--- src/rtl/sc_pkg.sv ---
package sc_pkg;
  localparam int DEF_CHANNELS = 4;
  localparam int DEF_WIDTH    = 16;

  typedef enum logic [1:0] {
    SRC_HOLD  = 2'd0,
    SRC_STAGE = 2'd1,
    SRC_DATA  = 2'd2
  } act_src_e;

  // Source of the next active value for one channel.
  function automatic act_src_e forward_sel(input logic store, input logic commit);
    if (!commit)    return SRC_HOLD;
    else if (store) return SRC_DATA;
    else            return SRC_STAGE;
  endfunction
endpackage

--- src/rtl/sc_channel.sv ---
module sc_channel
  import sc_pkg::*;
#(
  parameter int W = DEF_WIDTH
) (
  input  logic         clk,
  input  logic         rst,
  input  logic         store,
  input  logic         commit,
  input  logic [W-1:0] din,
  output logic [W-1:0] act_o,
  output logic         pend_o
);
  logic [W-1:0] stg_q;
  logic [W-1:0] act_q;
  logic         pend_q;
  act_src_e     src;

  assign src = forward_sel(store, commit);

  always_ff @(posedge clk) begin
    if (rst)        stg_q <= '0;
    else if (store) stg_q <= din;
  end

  always_ff @(posedge clk) begin
    if (rst) act_q <= '0;
    else begin
      case (src)
        SRC_DATA:  act_q <= din;
        SRC_STAGE: act_q <= stg_q;
        default:   act_q <= act_q;
      endcase
    end
  end

  always_ff @(posedge clk) begin
    if (rst)         pend_q <= 1'b0;
    else if (store)  pend_q <= 1'b1;
    else if (commit) pend_q <= 1'b0;
  end

  assign act_o  = act_q;
  assign pend_o = pend_q;

  AST_STG_HOLD: assert property (@(posedge clk) disable iff (rst)
    !store |=> $stable(stg_q));
  AST_ACT_HOLD: assert property (@(posedge clk) disable iff (rst)
    !commit |=> $stable(act_q));
  AST_COMMIT_STAGE: assert property (@(posedge clk) disable iff (rst)
    (commit && !store) |=> (act_q == $past(stg_q)));
  AST_COMMIT_FWD: assert property (@(posedge clk) disable iff (rst)
    (commit && store) |=> (act_q == $past(din) && stg_q == $past(din)));
  AST_PEND_SET: assert property (@(posedge clk) disable iff (rst)
    store |=> pend_q);
endmodule

--- src/rtl/sc_commit_ctl.sv ---
module sc_commit_ctl #(
  parameter int N = 4
) (
  input  logic         clk,
  input  logic         rst,
  input  logic         commit,
  input  logic [N-1:0] pend,
  output logic         done_o,
  output logic         any_o
);
  logic done_q;

  always_ff @(posedge clk) begin
    if (rst) done_q <= 1'b0;
    else     done_q <= commit;
  end

  assign done_o = done_q;
  assign any_o  = |pend;

  AST_DONE_AFTER: assert property (@(posedge clk) disable iff (rst)
    commit |=> done_q);
  AST_DONE_ONLY: assert property (@(posedge clk) disable iff (rst)
    !commit |=> !done_q);
endmodule

--- src/rtl/sc_publish.sv ---
module sc_publish #(
  parameter int DW = 64
) (
  input  logic          clk,
  input  logic          rst,
  input  logic          process,
  input  logic [DW-1:0] act,
  output logic [DW-1:0] out_o
);
  logic [DW-1:0] out_q;

  always_ff @(posedge clk) begin
    if (rst)          out_q <= '0;
    else if (process) out_q <= act;
  end

  assign out_o = out_q;

  AST_OUT_HOLD: assert property (@(posedge clk) disable iff (rst)
    !process |=> $stable(out_q));
  AST_OUT_SNAP: assert property (@(posedge clk) disable iff (rst)
    process |=> (out_q == $past(act)));
endmodule

--- src/rtl/shadow_commit_bank.sv ---
module shadow_commit_bank
  import sc_pkg::*;
#(
  parameter int N = DEF_CHANNELS,
  parameter int W = DEF_WIDTH
) (
  input  logic           clk,
  input  logic           rst,
  input  logic [N*W-1:0] wr_data_i,
  input  logic [N-1:0]   wr_en_i,
  input  logic           commit_i,
  input  logic           process_i,
  output logic [N*W-1:0] act_o,
  output logic [N*W-1:0] out_o,
  output logic [N-1:0]   pend_o,
  output logic           pend_any_o,
  output logic           commit_done_o
);
  localparam int DW = N * W;

  logic [DW-1:0] act_bus;
  logic [N-1:0]  pend_bus;
  logic          commit_fire;
  logic          process_fire;

  assign commit_fire  = commit_i;
  assign process_fire = process_i;

  for (genvar g = 0; g < N; g++) begin : g_ch
    sc_channel #(.W(W)) i_ch (
      .clk    (clk),
      .rst    (rst),
      .store  (wr_en_i[g]),
      .commit (commit_fire),
      .din    (wr_data_i[g*W +: W]),
      .act_o  (act_bus[g*W +: W]),
      .pend_o (pend_bus[g])
    );
  end

  sc_commit_ctl #(.N(N)) i_ctl (
    .clk    (clk),
    .rst    (rst),
    .commit (commit_fire),
    .pend   (pend_bus),
    .done_o (commit_done_o),
    .any_o  (pend_any_o)
  );

  sc_publish #(.DW(DW)) i_pub (
    .clk     (clk),
    .rst     (rst),
    .process (process_fire),
    .act     (act_bus),
    .out_o   (out_o)
  );

  assign act_o  = act_bus;
  assign pend_o = pend_bus;

  AST_RESET_CLEAR: assert property (@(posedge clk)
    rst |=> (act_o == '0 && out_o == '0 && pend_o == '0 && !commit_done_o));
endmodule

--- config.mk ---
export PLATFORM = sky130hd
export DESIGN_NAME = shadow_commit_bank
export DESIGN_NICKNAME = d
export VERILOG_FILES = /design/src/rtl/sc_pkg.sv /design/src/rtl/sc_channel.sv /design/src/rtl/sc_commit_ctl.sv /design/src/rtl/sc_publish.sv /design/src/rtl/shadow_commit_bank.sv
export SDC_FILE = /design/constraint.sdc
export NUM_CORES = 1
export LEC_CHECK = 0
export CORE_ASPECT_RATIO = 1.25
export CORE_MARGIN = 8
export CORE_UTILIZATION = 62
export CTS_CLUSTER_DIAMETER = 50
export DETAILED_ROUTE_END_ITERATION = 7
export DONT_BUFFER_PORTS = 1
export HOLD_SLACK_MARGIN = 0.08
export MAX_ROUTING_LAYER = met4
export PLACE_DENSITY = 0.78
export SYNTH_ARGS = -nofsm -noshare
export SYNTH_HDL_FRONTEND = slang
export SYNTH_SLANG_ARGS = --single-unit
--- constraint.sdc ---
create_clock -name clk -period 1.1 [get_ports clk]
set_input_delay 0.22 -clock clk [delete_from_list [all_inputs] [get_ports clk]]
set_output_delay 0.22 -clock clk [all_outputs]
set_load 0.02 [all_outputs]
Yosys cells after proc, flatten, opt, wreduce, memory -nomap -nowiden
Cells that the tools add are included.
{ "word_totals": {"register_bits": 197, "output_inout_bits": 134} }
{ "op_classes": {"eq_ne": 8, "muxes": 17, "n_reduce_logical": 9} }
{ "ops": {"columns": ["cell", "count"], "rows": [
  ["$pmux W16 S2", 4],
  ["$mux W2", 8],
  ["$reduce_bool A2 Y1", 8],
  ["$eq A2 B1 Y1 const B", 4],
  ["$eq A2 B2 Y1 const B", 4],
  ["$mux W1", 5],
  ["$reduce_or A4 Y1", 1]
]} }

Longest topological paths before layout
{ "logic_depth": {"depth_word": 4, "mapped_depth": 5, "ltp_nobuf": 2} }

Cells and area by module
From an unflattened synthesis, not the netlist that was laid out.
{ "unflattened": {"cells_unflattened": 649, "area_unflattened_um2": 6889.1} }
{ "by_module_without_submodules": {"columns": ["mod", "instances", "cells_per_inst", "area_each_um2"], "rows": [
  ["sc_channel", 4, 110, 1141.1],
  ["sc_publish", 1, 206, 2290.9],
  ["sc_commit_ctl", 1, 3, 33.8]
]} }

Worst setup path before layout
No wires, ideal clock.
{ "synth_timing": {"path_kind": "flip-flop to output port", "startpoint": "reg g_ch[0].i_ch.pend_q", "endpoint": "out pend_any_o", "arrival_ns": 0.927, "required_time_ns": 0.880, "slack_ns": -0.047, "path_stages_with_launch": 2, "n_path_buf": 0, "cell_sequence": "dfxtp_1 -> or4_1"} }
{ "synth_via": {"elab_chain_cells": 1} }
{ "synth_rtl": {"columns": ["element", "line_no", "text"], "rows": [
  ["start: declaration", "sc_channel.sv:16", "logic pend_q;"],
  ["start signal: assignment", "sc_channel.sv:38", "if (rst) pend_q <= 1'b0;"],
  ["start signal: assignment", "sc_channel.sv:39", "else if (store) pend_q <= 1'b1;"],
  ["start signal: assignment", "sc_channel.sv:40", "else if (commit) pend_q <= 1'b0;"],
  ["$reduce_or A4 Y1", "sc_commit_ctl.sv:19", "assign any_o = |pend;"],
  ["end: declaration", "shadow_commit_bank.sv:16", "output logic pend_any_o,"]
]} }
Every way passes these cells.

Worst setup path in the final report
{ "layout_timing": {"startpoint": "reg g_ch[1].i_ch.pend_q", "endpoint": "out pend_any_o"} }
{ "layout_via": {"elab_chain_cells": 1} }
{ "layout_rtl": {"columns": ["element", "line_no"], "rows": [
  ["start: declaration", "sc_channel.sv:16"],
  ["start signal: assignment", "sc_channel.sv:38"],
  ["start signal: assignment", "sc_channel.sv:39"],
  ["start signal: assignment", "sc_channel.sv:40"],
  ["$reduce_or A4 Y1", "sc_commit_ctl.sv:19"]
]} }
Every way passes these cells.

==> flow_metrics.tcl <==
set metrics [dict create \
    status "complete, but fails checks" \
    violations "negative hold slack, negative setup slack" \
    grt-busiest-layer "met2" \
    synth.cells.most_frequent "197 x dfxtp_1, 192 x nor2_1, 128 x mux2i_1" \
    ant_nets 0 \
    p_per_area_mw_per_mm2 1870 \
    syn_nets 723 \
    worstPathArrival_ns 1.32 \
    grtUsageMet1 0.230 \
    antenna_found_initial 0 \
    numCtsBuffers 17 \
    timing.final.ws_setup_ns -0.437 \
    synth_top_cell_by_area "dfxtp_1" \
    yosysUniqueCellTypes 14 \
    instances_no_fill 831 \
    grtUsageTotal 0.216 \
    yosysMostFrequentCell "dfxtp_1" \
    netlist_instances 651 \
    grt_start_max_net_pins 198 \
    multi_input_area_mm2 0.00254 \
    cp_max_fo 2 \
    drc 0 \
    dr_total_vias 4633 \
    critical_path_class "register to primary output" \
    synth_top_area_share 0.572 \
    io_pins 206 \
    peakVddDrop_mv 1.17 \
    clock_latency_ns 0.43 \
    clockBufferDepth 2 \
    grt-ovfl-total 0 \
    yosysSeqAreaShare 0.572 \
    fin_crit_sh 1.40 \
    fin_nets 755 \
    synth_edf_count 0 \
    dp_cells 769 \
    cts_tree "yes" \
    die_y_um 134 \
    p_leak_nw 3.55 \
    register_area_mm2 0.00411 \
    antennaDiodeCount 0 \
    io_buffer_count 0 \
    drv_slew 0 \
    tightestPinTransition_ns 0.234 \
    rsz0062_at_grt "yes" \
    cts_root_buf "clkbuf_16" \
    routed_wl_mm 15.8 \
    whs_ns -0.137 \
    gp_congestion 0.752 \
    vias_per_cell 5.58 \
    avgSynthCellArea_um2 10.6 \
    dieArea_mm2 0.0148 \
    hold_buffers 1 \
    coreArea_mm2 0.0110 \
    hpwl_mm 10.0 \
    r2r_cells 4 \
    critical_path.max_stage_delay_ns 0.59 \
    worstSetupStartpointType "register" \
    async_reset_ff_frac 0 \
    crit_path_end_kind "primary output" \
    die_w_um 110 \
    maxCapViolations 0 \
    cts_max_level 4 \
    wl_per_cell_um 19.0 \
    initial_core_util 0.628 \
    rows 43 \
    cp.required_ns 0.88 \
    path_clk_slew_ns 0.07 \
    synth_flop_cell "dfxtp_1" \
    path_cells "or4_4" \
    path_depth 1 \
    relSlewSlack 0.840 \
    crit_family "simple AND/OR/NAND/NOR gates" \
    finalCriticalPeriod_ns 1.54 \
    ys_seq_elements 197 \
    grt_pass1_vias 4730 \
    netlist_area_mm2 0.00690 \
    netlist_top_cells_area "dfxtp_1 57%, mux2i_1 19%, nor2_1 10%" \
    hold_violations 188 \
    finClkSkew_ns 0.0106 \
    fmax_ghz 0.651 \
    slowest_stage "or4_4" \
    grt_use_met2 0.359 \
    yosys_warnings 0 \
    nFillCells 741 \
    drt_pre_antenna_iters 4 \
    cp.buffers_inverters 0 \
    grt_pass1_wl_mm 24.2 \
    min_path_type "input pin to register" \
    dp_slack_ns 0.00371 \
    layout-drive-gt1-share 0.335 \
    setup_violations 19 \
    syn_to_final_growth_pct 16.8 \
    holdPathStages 1 \
    cts_sinks 197 \
    drtIter0Drc 282 \
    grt_use_met3 0.0735 \
]
cells in the final DEF (no fill, tap or decap):
cell,Yosys,layout
dlygate4sd3_1,0,1
inv_6,0,4
dfxtp_1,197,65
dfxtp_2,0,132
clkinvlp_4,0,4
mux2i_1,128,128
or4_4,0,1
a211oi_1,64,64
inv_8,0,3
nor2b_1,1,1
inv_1,4,4
clkinv_4,0,1
a21oi_1,4,4
clkinv_2,0,2
nand2b_1,4,4
buf_4,13,30
nor2_1,192,192
clkbuf_16,0,17
clkbuf_8,0,1
buf_6,5,38
flip-flops by register name, summed over array words and instances (netlist names):
| register | flops |
|---|---|
| g_ch.i_ch.act_o | 64 |
| g_ch.i_ch.stg_q | 64 |
| i_pub.out_o | 64 |
| i_ctl.done_o | 1 |
| g_ch.i_ch.pend_o | 4 |
per-layer routing:
layer,share of wire,vias up
li1,-,2264
met1,0.38,2203
met2,0.52,143
met3,0.084,23
met4,0.016,0
met5,0,-
per-stage QoR:
stage | area, um2 | power [W] | utilization | hold WS (ns) | TNS (ns)
final | 8060 | 0.0150 | 0.734 | -0.137 | -0.577
after global routing | 8060 | 0.0156 | 0.734 | -0.163 | -1.79
after CTS | 7980 | 0.0151 | 0.727 | -0.152 | -1.06
after detailed placement | 6970 | 0.00914 | 0.635 | 0.308 | 0
after global placement | 6970 | 0.00907 | 0.635 | 0.309 | 0
after floorplan | 6900 | 0.00914 | - | 0.387 | 0
where the power goes:
| part | total, W | switching, W | internal (W) |
|---|---|---|---|
| registers | 0.00808 | 0.000473 | 0.00760 |
| clock network | 0.00581 | 0.00279 | 0.00302 |
| logic | 0.00115 | 0.000516 | 0.000633 |
| total | 0.0150 | 0.00378 | 0.0113 |
what timing repair did:
action,4_1_cts,5_1_grt
endpoints found under the hold margin,197,196
pin swaps,1,0
endpoints found under the setup margin,133,41
cloned,0,0
buffers inserted,19,10
gates resized for setup,169,1
kinds of logic (layout without fill, tap and decap cells):
kind of cell / after synthesis / count (layout) / share of synthesized area
buffers and inverters: 60 / 105 / 0.0597
AND/OR/NAND/NOR: 198 / 198 / 0.110
multiplexers: 128 / 128 / 0.186
flip-flops: 197 / 197 / 0.572
AO/OA/AOI/OAI: 68 / 68 / 0.0726
path summary, 6_finish.rpt:
check                          from                     end  slack, ns
max             g_ch[1].i_ch.pend_o              pend_any_o      -0.44
min                             rst   g_ch[3].i_ch.act_o[5]      -0.14
max reg2reg  g_ch[0].i_ch.act_o[12]  g_ch[0].i_ch.act_o[12]       0.19
min reg2reg   g_ch[0].i_ch.stg_q[0]   g_ch[0].i_ch.stg_q[0]       0.49
final cells by class:
type	count	share of cell area
Multi-Input combinational cell	394	0.316
Timing Repair Buffer	69	0.0823
Clock buffer	18	0.0545
Clock inverter	14	0.0146
Inverter	4	0.00186
Tap cell	135	0.0210
Sequential cell	197	0.510
No activity file was read; power rests on OpenSTA's default activity.
